File: src/rtl/pix_fade_pkg.sv
package pix_fade_pkg;

  localparam int PIX_W   = 16;
  localparam int RED_W   = 5;
  localparam int GRN_W   = 6;
  localparam int BLU_W   = 5;
  localparam int LEVEL_W = 6;
  localparam int CHAN_W  = 6;               // widest field
  localparam int PROD_W  = CHAN_W + LEVEL_W + 1;

  typedef struct packed {
    logic [RED_W-1:0] red;
    logic [GRN_W-1:0] grn;
    logic [BLU_W-1:0] blu;
  } rgb565_t;

  // floor(c * (lvl+1) / 2**LEVEL_W); lvl+1 needs one extra bit
  function automatic logic [CHAN_W-1:0] fade_chan(
    input logic [CHAN_W-1:0]  c,
    input logic [LEVEL_W-1:0] lvl
  );
    logic [LEVEL_W:0]   lvl_p1;
    logic [PROD_W-1:0]  prod;
    lvl_p1 = {1'b0, lvl} + {{LEVEL_W{1'b0}}, 1'b1};
    prod   = PROD_W'(c) * PROD_W'(lvl_p1);
    return prod[LEVEL_W +: CHAN_W];
  endfunction

  function automatic rgb565_t fade_pixel(input rgb565_t p, input logic [LEVEL_W-1:0] lvl);
    rgb565_t            o;
    logic [CHAN_W-1:0]  r6, g6, b6;
    r6 = fade_chan(CHAN_W'(p.red), lvl);
    g6 = fade_chan(CHAN_W'(p.grn), lvl);
    b6 = fade_chan(CHAN_W'(p.blu), lvl);
    o.red = r6[RED_W-1:0];
    o.grn = g6[GRN_W-1:0];
    o.blu = b6[BLU_W-1:0];
    return o;
  endfunction

endpackage

File: src/rtl/pix_fade_scale.sv
module pix_fade_scale
  import pix_fade_pkg::*;
(
  input  logic [PIX_W-1:0]   pix_in,
  input  logic [LEVEL_W-1:0] level,
  output logic [PIX_W-1:0]   pix_out
);

  rgb565_t in_s, out_s;

  always_comb begin
    in_s    = rgb565_t'(pix_in);
    out_s   = fade_pixel(in_s, level);
    pix_out = PIX_W'(out_s);
  end

endmodule

File: src/rtl/pix_key_cmp.sv
module pix_key_cmp
  import pix_fade_pkg::*;
(
  input  logic [PIX_W-1:0] pix_raw,
  input  logic [PIX_W-1:0] key,
  input  logic             enable,
  output logic             hit
);

  always_comb hit = enable && (pix_raw == key);

endmodule

File: src/rtl/pix_out_stage.sv
module pix_out_stage #(
  parameter int DATA_W = 40
) (
  input  logic              clk,
  input  logic              rst,
  input  logic              load,
  input  logic [DATA_W-1:0] load_data,
  input  logic              dn_ack,
  output logic              dn_stb,
  output logic [DATA_W-1:0] dn_data,
  output logic              can_take,
  output logic              drain
);

  logic              full_q;
  logic [DATA_W-1:0] data_q;

  // drain and can_take depend on full_q and dn_ack, never on the upstream strobe
  assign drain    = full_q && dn_ack;
  assign can_take = !full_q || dn_ack;

  always_ff @(posedge clk) begin
    if (rst) begin
      full_q <= 1'b0;
    end else if (load) begin
      full_q <= 1'b1;
    end else if (drain) begin
      full_q <= 1'b0;
    end
  end

  always_ff @(posedge clk) begin
    if (rst) begin
      data_q <= '0;
    end else if (load) begin
      data_q <= load_data;
    end
  end

  assign dn_stb  = full_q;
  assign dn_data = data_q;

endmodule

File: src/rtl/pix_fade_key.sv
module pix_fade_key
  import pix_fade_pkg::*;
#(
  parameter int ADDR_W = 24
) (
  input  logic               clk,
  input  logic               rst,
  input  logic [LEVEL_W-1:0] fade_level,
  input  logic [PIX_W-1:0]   key_color,
  input  logic               key_enable,
  input  logic               up_stb,
  output logic               up_ack,
  input  logic [PIX_W-1:0]   up_pixel,
  input  logic [ADDR_W-1:0]  up_addr,
  output logic               dn_stb,
  input  logic               dn_ack,
  output logic [PIX_W-1:0]   dn_pixel,
  output logic [ADDR_W-1:0]  dn_addr
);

  localparam int SLOT_W = PIX_W + ADDR_W;

  // named internal events, observed by the bound checker
  logic              ev_accept;
  logic              ev_keyhit;
  logic              ev_load;
  logic              ev_drain;
  logic              can_take;
  logic [PIX_W-1:0]  faded;
  logic [SLOT_W-1:0] slot_out;

  pix_fade_scale u_scale (
    .pix_in  (up_pixel),
    .level   (fade_level),
    .pix_out (faded)
  );

  pix_key_cmp u_key (
    .pix_raw (up_pixel),
    .key     (key_color),
    .enable  (key_enable),
    .hit     (ev_keyhit)
  );

  assign up_ack    = can_take;
  assign ev_accept = up_stb && up_ack;
  assign ev_load   = ev_accept && !ev_keyhit;   // a keyed pixel is consumed, not stored

  pix_out_stage #(.DATA_W(SLOT_W)) u_out (
    .clk       (clk),
    .rst       (rst),
    .load      (ev_load),
    .load_data ({faded, up_addr}),
    .dn_ack    (dn_ack),
    .dn_stb    (dn_stb),
    .dn_data   (slot_out),
    .can_take  (can_take),
    .drain     (ev_drain)
  );

  assign dn_pixel = slot_out[SLOT_W-1 -: PIX_W];
  assign dn_addr  = slot_out[ADDR_W-1:0];

endmodule

File: config.mk
export PLATFORM = sky130hd
export DESIGN_NAME = pix_fade_key
export DESIGN_NICKNAME = d
export VERILOG_FILES = /design/src/rtl/pix_fade_pkg.sv /design/src/rtl/pix_fade_scale.sv /design/src/rtl/pix_key_cmp.sv /design/src/rtl/pix_out_stage.sv /design/src/rtl/pix_fade_key.sv
export SDC_FILE = /design/constraint.sdc
export NUM_CORES = 1
export LEC_CHECK = 0
export BUFFER_PORTS_ARGS = -buffer_cell sky130_fd_sc_hd__buf_4
export CAP_MARGIN = 25
export CORE_ASPECT_RATIO = 0.7
export CORE_MARGIN = 2
export CORE_UTILIZATION = 50
export DETAILED_ROUTE_END_ITERATION = 16
export PLACE_DENSITY = 0.88
export SLEW_MARGIN = 20
export SYNTH_ARGS = -nofsm -noshare
export SYNTH_HDL_FRONTEND = slang
export SYNTH_HIERARCHICAL = 1
export SYNTH_SLANG_ARGS = --single-unit
File: constraint.sdc
create_clock -name clk -period 4.55 [get_ports clk]
set_input_delay 0.91 -clock clk [delete_from_list [all_inputs] [get_ports clk]]
set_output_delay 0.91 -clock clk [all_outputs]
set_load 0.01 [all_outputs]
==> results.toml, run 1 <==
[run_status]
outcome = "finished, final reports clean"

[timing]
timing.final.crit_share_pct = 99.9
hold_slack_ps = 502
relSlewSlack_pct = 68.4
worst_pin_slew_ps = 474
rsz0062_at_grt = "true"
period_minus_slack_ps = 4550
finalMaxSlewViolations = 0
clock_skew_ps = 10.0
setup_viol = 0
hold_viol_final = 0
max_freq_mhz = 220

[place]
dpl_cell_area_um2 = 5950
dpl.hpwl_um = 9480
io_buffers = 108
gp_congestion = 0.856

[worst_setup_path]
reg2reg_slack_ps = 2650
cp-startpoint = "fade_level[2]"
cp.arrival_ps = 4710
r2r_start = "u_out/dn_stb$_SDFFE_PP0P_"
path_max_fanout = 6
setup.worst_path.end_class = "flop"
critical_path_class = "in2reg"
crit_required_ps = 4710
start_kind = "input port"

[pwr]
powerDensity_nw_per_um2 = 336
peakVddDrop_uv = 226
leakage_nw = 3.17

[grt]
gr-total-overflow = 0
gr-usage-all-layers_pct = 25.0
grt_max_degree = 42
grt_pass1_wl_um = 20300
grt_pass1_vias = 4315
antenna_found_initial = 0

[clocking]
cts_buffers = 5
numClockSinks = 41
h-tree-depth = 2
path_clk_slew_ps = 70
cts_root_buf = "clkbuf_16"
clk_path_buf_depth = 2
cts_hold_buf = 0
clock_latency_ps = 290
cts_tree = "yes"

[job]
drv_cap = 0

[synthesis]
synth_area_um2 = 4720
synth_fp_nets = 670
avgSynthCellArea_um2 = 9.32
syn_inst = 506
synth_warnings = 6

[routing]
viasPerCell = 5.23
drt_wl_total_um = 12800
drc = 0
ant_nets = 0
num_vias = 4078
drt_iter0_markers = 185
firstDrtPassIters = 4
wl_per_cell_um = 16.4

[layout]
drive_gt1_share_pct = 33.1
insertedDiodeCount = 0
final_cell_area_um2 = 6480
fill_cells = 624
nets = 818
area_growth_pct = 37.4

[hold_path]
hp-start = "u_out/dn_data[31]$_SDFFE_PP0P_"
min_path_type = "reg2reg"

[floorplanning]
io_pins = 109
die_area_um2 = 10200
start_util_pct = 51.8
rows = 29
fp.dieW_um = 120
die_h_um = 85.3
core-area_um2 = 9110
==> registers in the layout, indices dropped and copies added, names as in the netlist <==
register,cells
u_out/dn_data,40
u_out/dn_stb,1
==> path summary, 6_finish.rpt <==
path                                     to  depth (start not counted)
max reg2reg  u_out/dn_data[29]$_SDFFE_PP0P_                          5
min reg2reg  u_out/dn_data[31]$_SDFFE_PP0P_                          2
max          u_out/dn_data[28]$_SDFFE_PP0P_                         17
min          u_out/dn_data[31]$_SDFFE_PP0P_                          2
==> power by group <==
group          total (mW)  leakage (nW)  internal [mW]  switching (mW)
sequential          0.439         0.337          0.411          0.0282
combinational        1.26          2.74          0.650           0.615
clock               0.470        0.0944          0.316           0.154
==> per-layer routing <==
| layer | global-route usage (%) | routed length (um) |
|---|---|---|
| met1 | 31.4 | 5170 |
| met2 | 42.9 | 6380 |
| met3 | 4.84 | 827 |
| met4 | 9.41 | 385 |
| met5 | 0 | 0 |
==> cell usage in the layout (no fill, tap or decap), types with 4 or more instances in the layout <==
cell type  count
buf_4        145
inv_1         51
fa_1          45
ha_1          45
mux2i_1       42
and2_1        42
dfxtp_1       41
nor2_1        38
nor2b_1       37
xnor2_1       30
nand2_1       23
nand2b_1       9
buf_6          8
xor2_1         7
nor2_2         6
and2_4         6
nor3_1         6
ha_4           6
clkbuf_16      5
nand4_1        5
a21oi_1        4
nor2b_2        4
==> layout make-up <==
class / count / area (um2) / area share [%]
multi-input combinational: 395 / 3850 / 59.5
sequential: 41 / 821 / 12.7
clock inverter: 3 / 68.8 / 1.06
tap: 124 / 155 / 2.39
clock buffer: 5 / 125 / 1.93
timing repair buffer: 157 / 1250 / 19.3
inverter: 54 / 203 / 3.13
==> metrics by stage <==
stage,setup TNS [ps],std cells,worst slack (ps),utilization (%),total power [mW]
after floorplan,0,506,22.4,-,1.15
after global placement,-2970,762,-294,65.3,1.50
after detailed placement,-4770,762,-485,65.3,1.56
after CTS,0,773,2.90,68.5,2.06
after global routing,-591,779,-133,71.1,2.34
final,0,779,2.60,71.1,2.17
==> timing repair <==
item                                   in CTS  in global routing
endpoints found under the hold margin       0                  0
cloned                                      1                  0
pin swaps                                  12                 36
setup endpoints to repair                  10                 12
buffers inserted                            2                  6
resized for setup                          12                 42
==> worst max-delay path, stage by stage <==
cell and delay (ps):
buf_12 110, nand3_4 100, xnor2_4 310, and2_4 210
fa_1 430, fa_1 590, inv_2 50, fa_1 520
inv_1 40, ha_1 310, nand2_1 90, nor3_2 50
o31a_1 360, a311oi_2 310, xnor2_1 100, mux2i_1 150
nor2_1 60
(Power assumes the default switching activity.)
==> run 2: changes to the inputs <==
--- a/config.mk
+++ b/config.mk
@@ -8,7 +8,7 @@
 export BUFFER_PORTS_ARGS = -buffer_cell sky130_fd_sc_hd__buf_4
 export CAP_MARGIN = 25
 export CORE_ASPECT_RATIO = 0.7
-export CORE_MARGIN = 2
+export CORE_MARGIN = 3
 export CORE_UTILIZATION = 50
 export DETAILED_ROUTE_END_ITERATION = 16
 export PLACE_DENSITY = 0.88
==> run 2 against run 1 <==
Net effect: cell count unchanged; total power is 1.9% lower; register-to-register slack hardly changed; clock-buffer cell count stayed put; sequential power hardly changed; clock power fell by 19%; critical path type unchanged; critical endpoint is now u_out/dn_data[30]$_SDFFE_PP0P_.
==> results.toml, run 2 (synthesized netlist as in run 1, its figures left out) <==
[floorplanning]
rows = 28
core-area_um2 = 8790
die_h_um = 87.3
start_util_pct = 53.6
io_pins = 109
fp.dieW_um = 122
die_area_um2 = 10700

[run_status]
outcome = "finished, final reports clean"

[place]
gp_congestion = 0.849
preCtsSetupSlack_ps = -510
io_buffers = 108
dpl.hpwl_um = 9440
post-place-cells = 759

[worst_setup_path]
path_max_fanout = 6
cp.arrival_ps = 4700
reg2reg_slack_ps = 2660
r2r-end = "u_out/dn_data[29]$_SDFFE_PP0P_"
critical_path_class = "in2reg"
crit_required_ps = 4710
r2r_start = "u_out/dn_stb$_SDFFE_PP0P_"
start_kind = "input port"
setup.worst_path.end_class = "flop"
ff2ff_path_depth = 5

[routing]
firstDrtPassIters = 4
drt_wl_total_um = 12600
ant_nets = 0
num_vias = 4049
wl_per_cell_um = 16.2
drc = 0
drt_iter0_markers = 178
viasPerCell = 5.20

[layout]
multi_input_area_um2 = 3920
final_common_cell = "buf_4"
insertedDiodeCount = 0
fill_cells = 576
area_growth_pct = 38.8
layout_common_cells = "buf_4 (150), inv_1 (48), fa_1 (43)"
nets = 822
stdcell_count = 779
seq_area_um2 = 821
drive_gt1_share_pct = 34.9
largest_reg_flops = 40

[timing]
finalMaxSlewViolations = 0
max_freq_mhz = 220
worst_pin_slew_ps = 486
timing.final.crit_share_pct = 99.7
setup_viol = 0
hold_viol_final = 0
period_minus_slack_ps = 4540
relSlewSlack_pct = 67.6
rsz0062_at_grt = "true"
worst_slack_ps = 14.4
clock_skew_ps = 8.76

[pwr]
leakage_nw = 3.17
pwr-share-clk_pct = 17.9
switchingPower_mw = 0.833
power.internal_mw = 1.30
pwr-share-seq_pct = 20.5
powerDensity_nw_per_um2 = 326
peakVddDrop_uv = 202
switching_share_pct = 39.0
comb_power_share_pct = 61.6

[grt]
antenna_found_initial = 0
grt_max_degree = 42
gr-usage-all-layers_pct = 23.8
grt_pass1_vias = 4331
gr-total-overflow = 0
grt_pass1_wl_um = 20200

[job]
drv_cap = 0

[clocking]
path_clk_slew_ps = 70
h-tree-depth = 2
clk_path_buf_depth = 2
clock_latency_ps = 290
cts_hold_buf = 0
cts_tree = "yes"
cts_root_buf = "clkbuf_16"
cts_buffers = 5
numClockSinks = 41

[hold_path]
min_path_type = "reg2reg"
hold-path-endpoint = "u_out/dn_data[25]$_SDFFE_PP0P_"
hp-start = "u_out/dn_data[25]$_SDFFE_PP0P_"
min_path_cells = 2
## run 2: worst max path at each step
stage / startpoint / to / slack (ps) / depth (start not counted)
floorplan: fade_level[0] / u_out/dn_data[39]$_SDFFE_PP0P_ / 20 / 16
global placement: fade_level[0] / u_out/dn_data[28]$_SDFFE_PP0P_ / -380 / 17
detailed placement: fade_level[1] / u_out/dn_data[37]$_SDFFE_PP0P_ / -510 / 17
CTS: fade_level[1] / u_out/dn_data[39]$_SDFFE_PP0P_ / 6 / 18
global route: fade_level[0] / u_out/dn_data[33]$_SDFFE_PP0P_ / -90 / 20
finish: fade_level[1] / u_out/dn_data[30]$_SDFFE_PP0P_ / 10 / 19
## run 2: area by class of cell
class | count | share of cell area (%)
timing repair buffer | 161 | 19.9
clock inverter | 3 | 0.440
sequential | 41 | 12.5
inverter | 54 | 3.10
tap | 120 | 2.29
clock buffer | 5 | 1.91
multi-input combinational | 395 | 59.8
## run 2: critical path: stages
cell,delay (ps)
buf_8,100
ha_4,180
buf_6,120
nand3_4,90
xor2_4,210
buf_12,160
nor2b_2,50
fa_1,510
inv_1,60
fa_1,490
inv_2,40
fa_2,480
ha_4,180
a311o_1,410
a21o_1,240
buf_4,130
xor2_1,130
mux2i_1,130
nor2_1,50
## run 2: stage by stage
step	setup TNS, ps	hold slack, ps	power (mW)	area [um2]	utilization, %
finish	0	500	2.13	6550	74.5
detailed placement	-5480	486	1.56	5950	67.6
CTS	0	506	2.04	6350	72.2
global route	-437	528	2.30	6550	74.5
global placement	-3650	474	1.50	5950	67.6
floorplan	0	531	1.15	4810	-
## run 2: routing by layer
layer,vias to the layer above,global-route usage (%),share of wire [%]
met5,-,0,0
met2,106,43.1,51
li1,1926,-,-
met1,2005,30.8,42
met4,0,3.56,1.0
met3,12,3.70,6.3
## run 2: power groups by stage
stage | Combinational, mW | Sequential [mW] | Clock, mW
global route | 1.44 | 0.443 | 0.409
CTS | 1.21 | 0.436 | 0.394
detailed placement | 1.12 | 0.444 | 0
floorplan | 0.687 | 0.467 | 0
finish | 1.31 | 0.436 | 0.383
global placement | 1.05 | 0.443 | 0
## run 2: timing repair
item,4_1_cts,5_1_grt
setup buffers,7,3
pin swaps,38,53
resized for setup,23,39
cloned,2,0
setup endpoints to repair,13,12
==> run 3: changes to the inputs <==
==> constraint.sdc (replaced) <==
create_clock -name clk -period 4.16 [get_ports clk]
set_input_delay 0.832 -clock clk [delete_from_list [all_inputs] [get_ports clk]]
set_output_delay 0.832 -clock clk [all_outputs]
set_load 0.01 [all_outputs]
==> run 3 against run 2 <==
Net effect: the flow now finishes with violations (setup timing); sequential power grew 10%; core utilization grew 1.5 points; cell count up 1.2%; largest cell class unchanged; critical path depth is 2 lower; combinational power is 23% higher; clock power up 10%; clock-buffer cell count stayed put; clock skew increased by 4.4 ps.
==> results.toml, run 3 (synthesized netlist as in run 1, its figures left out) <==
[grt]
gr-total-overflow = 0
grt_pass1_wl_um = 23700
globalRouteMet3Util_pct = 4.35
grt_use_met1_pct = 34.6
antenna_found_initial = 0
use_met2_pct = 51.2
grt_pass1_vias = 4738
busiest_layer = "met2"
grt_max_degree = 42
gr-usage-all-layers_pct = 28.8

[floorplanning]
die_area_um2 = 10700
core-area_um2 = 8790
fp.dieW_um = 122
start_util_pct = 53.6
die_h_um = 87.3
io_pins = 109
rows = 28

[timing]
hold_slack_ps = 497
relSlewSlack_pct = 65.4
setup_viol = 15
clock_skew_ps = 13.2
period_minus_slack_ps = 4560
rsz0062_at_grt = "true"
worst_slack_ps = -403
max_freq_mhz = 219
hold_viol_final = 0
timing.final.crit_share_pct = 110
finalMaxSlewViolations = 0
worst_pin_slew_ps = 520

[worst_setup_path]
cp.arrival_ps = 4730
start_kind = "input port"
critical_path_class = "in2reg"
crit_required_ps = 4320
setup.worst_path.end_class = "flop"
reg2reg_slack_ps = 2340
path_max_fanout = 4

[pwr]
leakage_nw = 3.22
total_power_mw = 2.51
powerDensity_nw_per_um2 = 376
peakVddDrop_uv = 265

[routing]
drc = 0
num_vias = 4493
drt_iter0_markers = 397
viasPerCell = 5.70
firstDrtPassIters = 5
drt_wl_total_um = 16400
ant_nets = 0
wl_per_cell_um = 20.8

[clocking]
cts_root_buf = "clkbuf_16"
h-tree-depth = 2
path_clk_slew_ps = 70
cts_buffers = 5
cts_hold_buf = 0
numClockSinks = 41
clock_latency_ps = 300
clk_path_buf_depth = 2
cts_tree = "yes"

[place]
dpl.hpwl_um = 10500
io_buffers = 108
gp_congestion = 0.884
preCtsSetupSlack_ps = -629

[job]
drv_cap = 0

[run_status]
violations = "setup timing"
outcome = "finished, violations left"

[layout]
insertedDiodeCount = 0
layout_common_cells = "buf_4 (157), inv_1 (43), mux2i_1 (42), and2_1 (42), fa_1 (42)"
final_common_cell = "buf_4"
nets = 831
largest_reg_flops = 40
area_growth_pct = 41.7
drive_gt1_share_pct = 38.2

[hold_path]
min_path_type = "reg2reg"
-- run 3: cell count changes in the layout (fill, tap and decap cells not counted), sizes merged --
cell / previous run / this run
buf: 161 / 170
-- run 3: worst paths after layout --
path	start	endpoint	cells after the start
setup reg to reg	u_out/dn_stb$_SDFFE_PP0P_	u_out/dn_data[15]$_SDFFE_PP0P_	5
setup / recovery	fade_level[0]	u_out/dn_data[26]$_SDFFE_PP0P_	17
hold reg to reg	u_out/dn_data[32]$_SDFFE_PP0P_	u_out/dn_data[32]$_SDFFE_PP0P_	2
hold / removal	u_out/dn_data[32]$_SDFFE_PP0P_	u_out/dn_data[32]$_SDFFE_PP0P_	2
-- run 3: what timing repair did --
item                                    CTS  global route
gates cloned                              1             0
setup buffers                            12             5
pin swaps                                41            13
endpoints found under the setup margin   14            14
resized for setup                        44            13
-- run 3: layout make-up --
cell class	count	area [um2]
multi-input cells	395	3990
repair buffers	170	1370
clock inverters	3	28.8
fillers	537	2110
clock buffers	5	125
flip-flops and latches	41	821
well taps	120	150
inverters	54	203
-- run 3: stage by stage --
stage	cells	setup TNS, ps	cell area (um2)	util (%)
6_report	788	-3720	6680	76.0
5_1_grt	788	-5440	6680	76.0
4_1_cts	783	-1330	6590	74.9
3_5_place_dp	762	-7360	6100	69.4
3_3_place_gp	761	-5520	6080	69.2
2_1_floorplan	506	-775	4960	-
-- run 3: worst max-delay path: stages --
cell     delay (ps)
buf_8           110
ha_4            190
buf_12          140
xor2_4          190
nand2_2          80
fa_2            570
fa_1            440
fa_1            550
inv_2            70
ha_4            280
nand4_1         130
nor3_2          280
o31a_1          350
mux2i_1         240
nand2_1          80
mux2i_1         140
nor2_1           50
-- run 3: report_power, final --
| group | total (mW) | internal, mW | leakage [nW] | switching (mW) |
|---|---|---|---|---|
| Clock | 0.422 | 0.232 | 0.0767 | 0.191 |
| Combinational | 1.61 | 0.810 | 2.81 | 0.798 |
| Sequential | 0.481 | 0.449 | 0.337 | 0.0312 |
| Total | 2.51 | 1.49 | 3.22 | 1.02 |
-- run 3: layer usage --
| metal | vias to the layer above | part of all wire (%) |
|---|---|---|
| met3 | 94 | 7.4 |
| met5 | - | 0 |
| li1 | 1944 | - |
| met2 | 280 | 49 |
| met1 | 2175 | 38 |
| met4 | 0 | 6.3 |
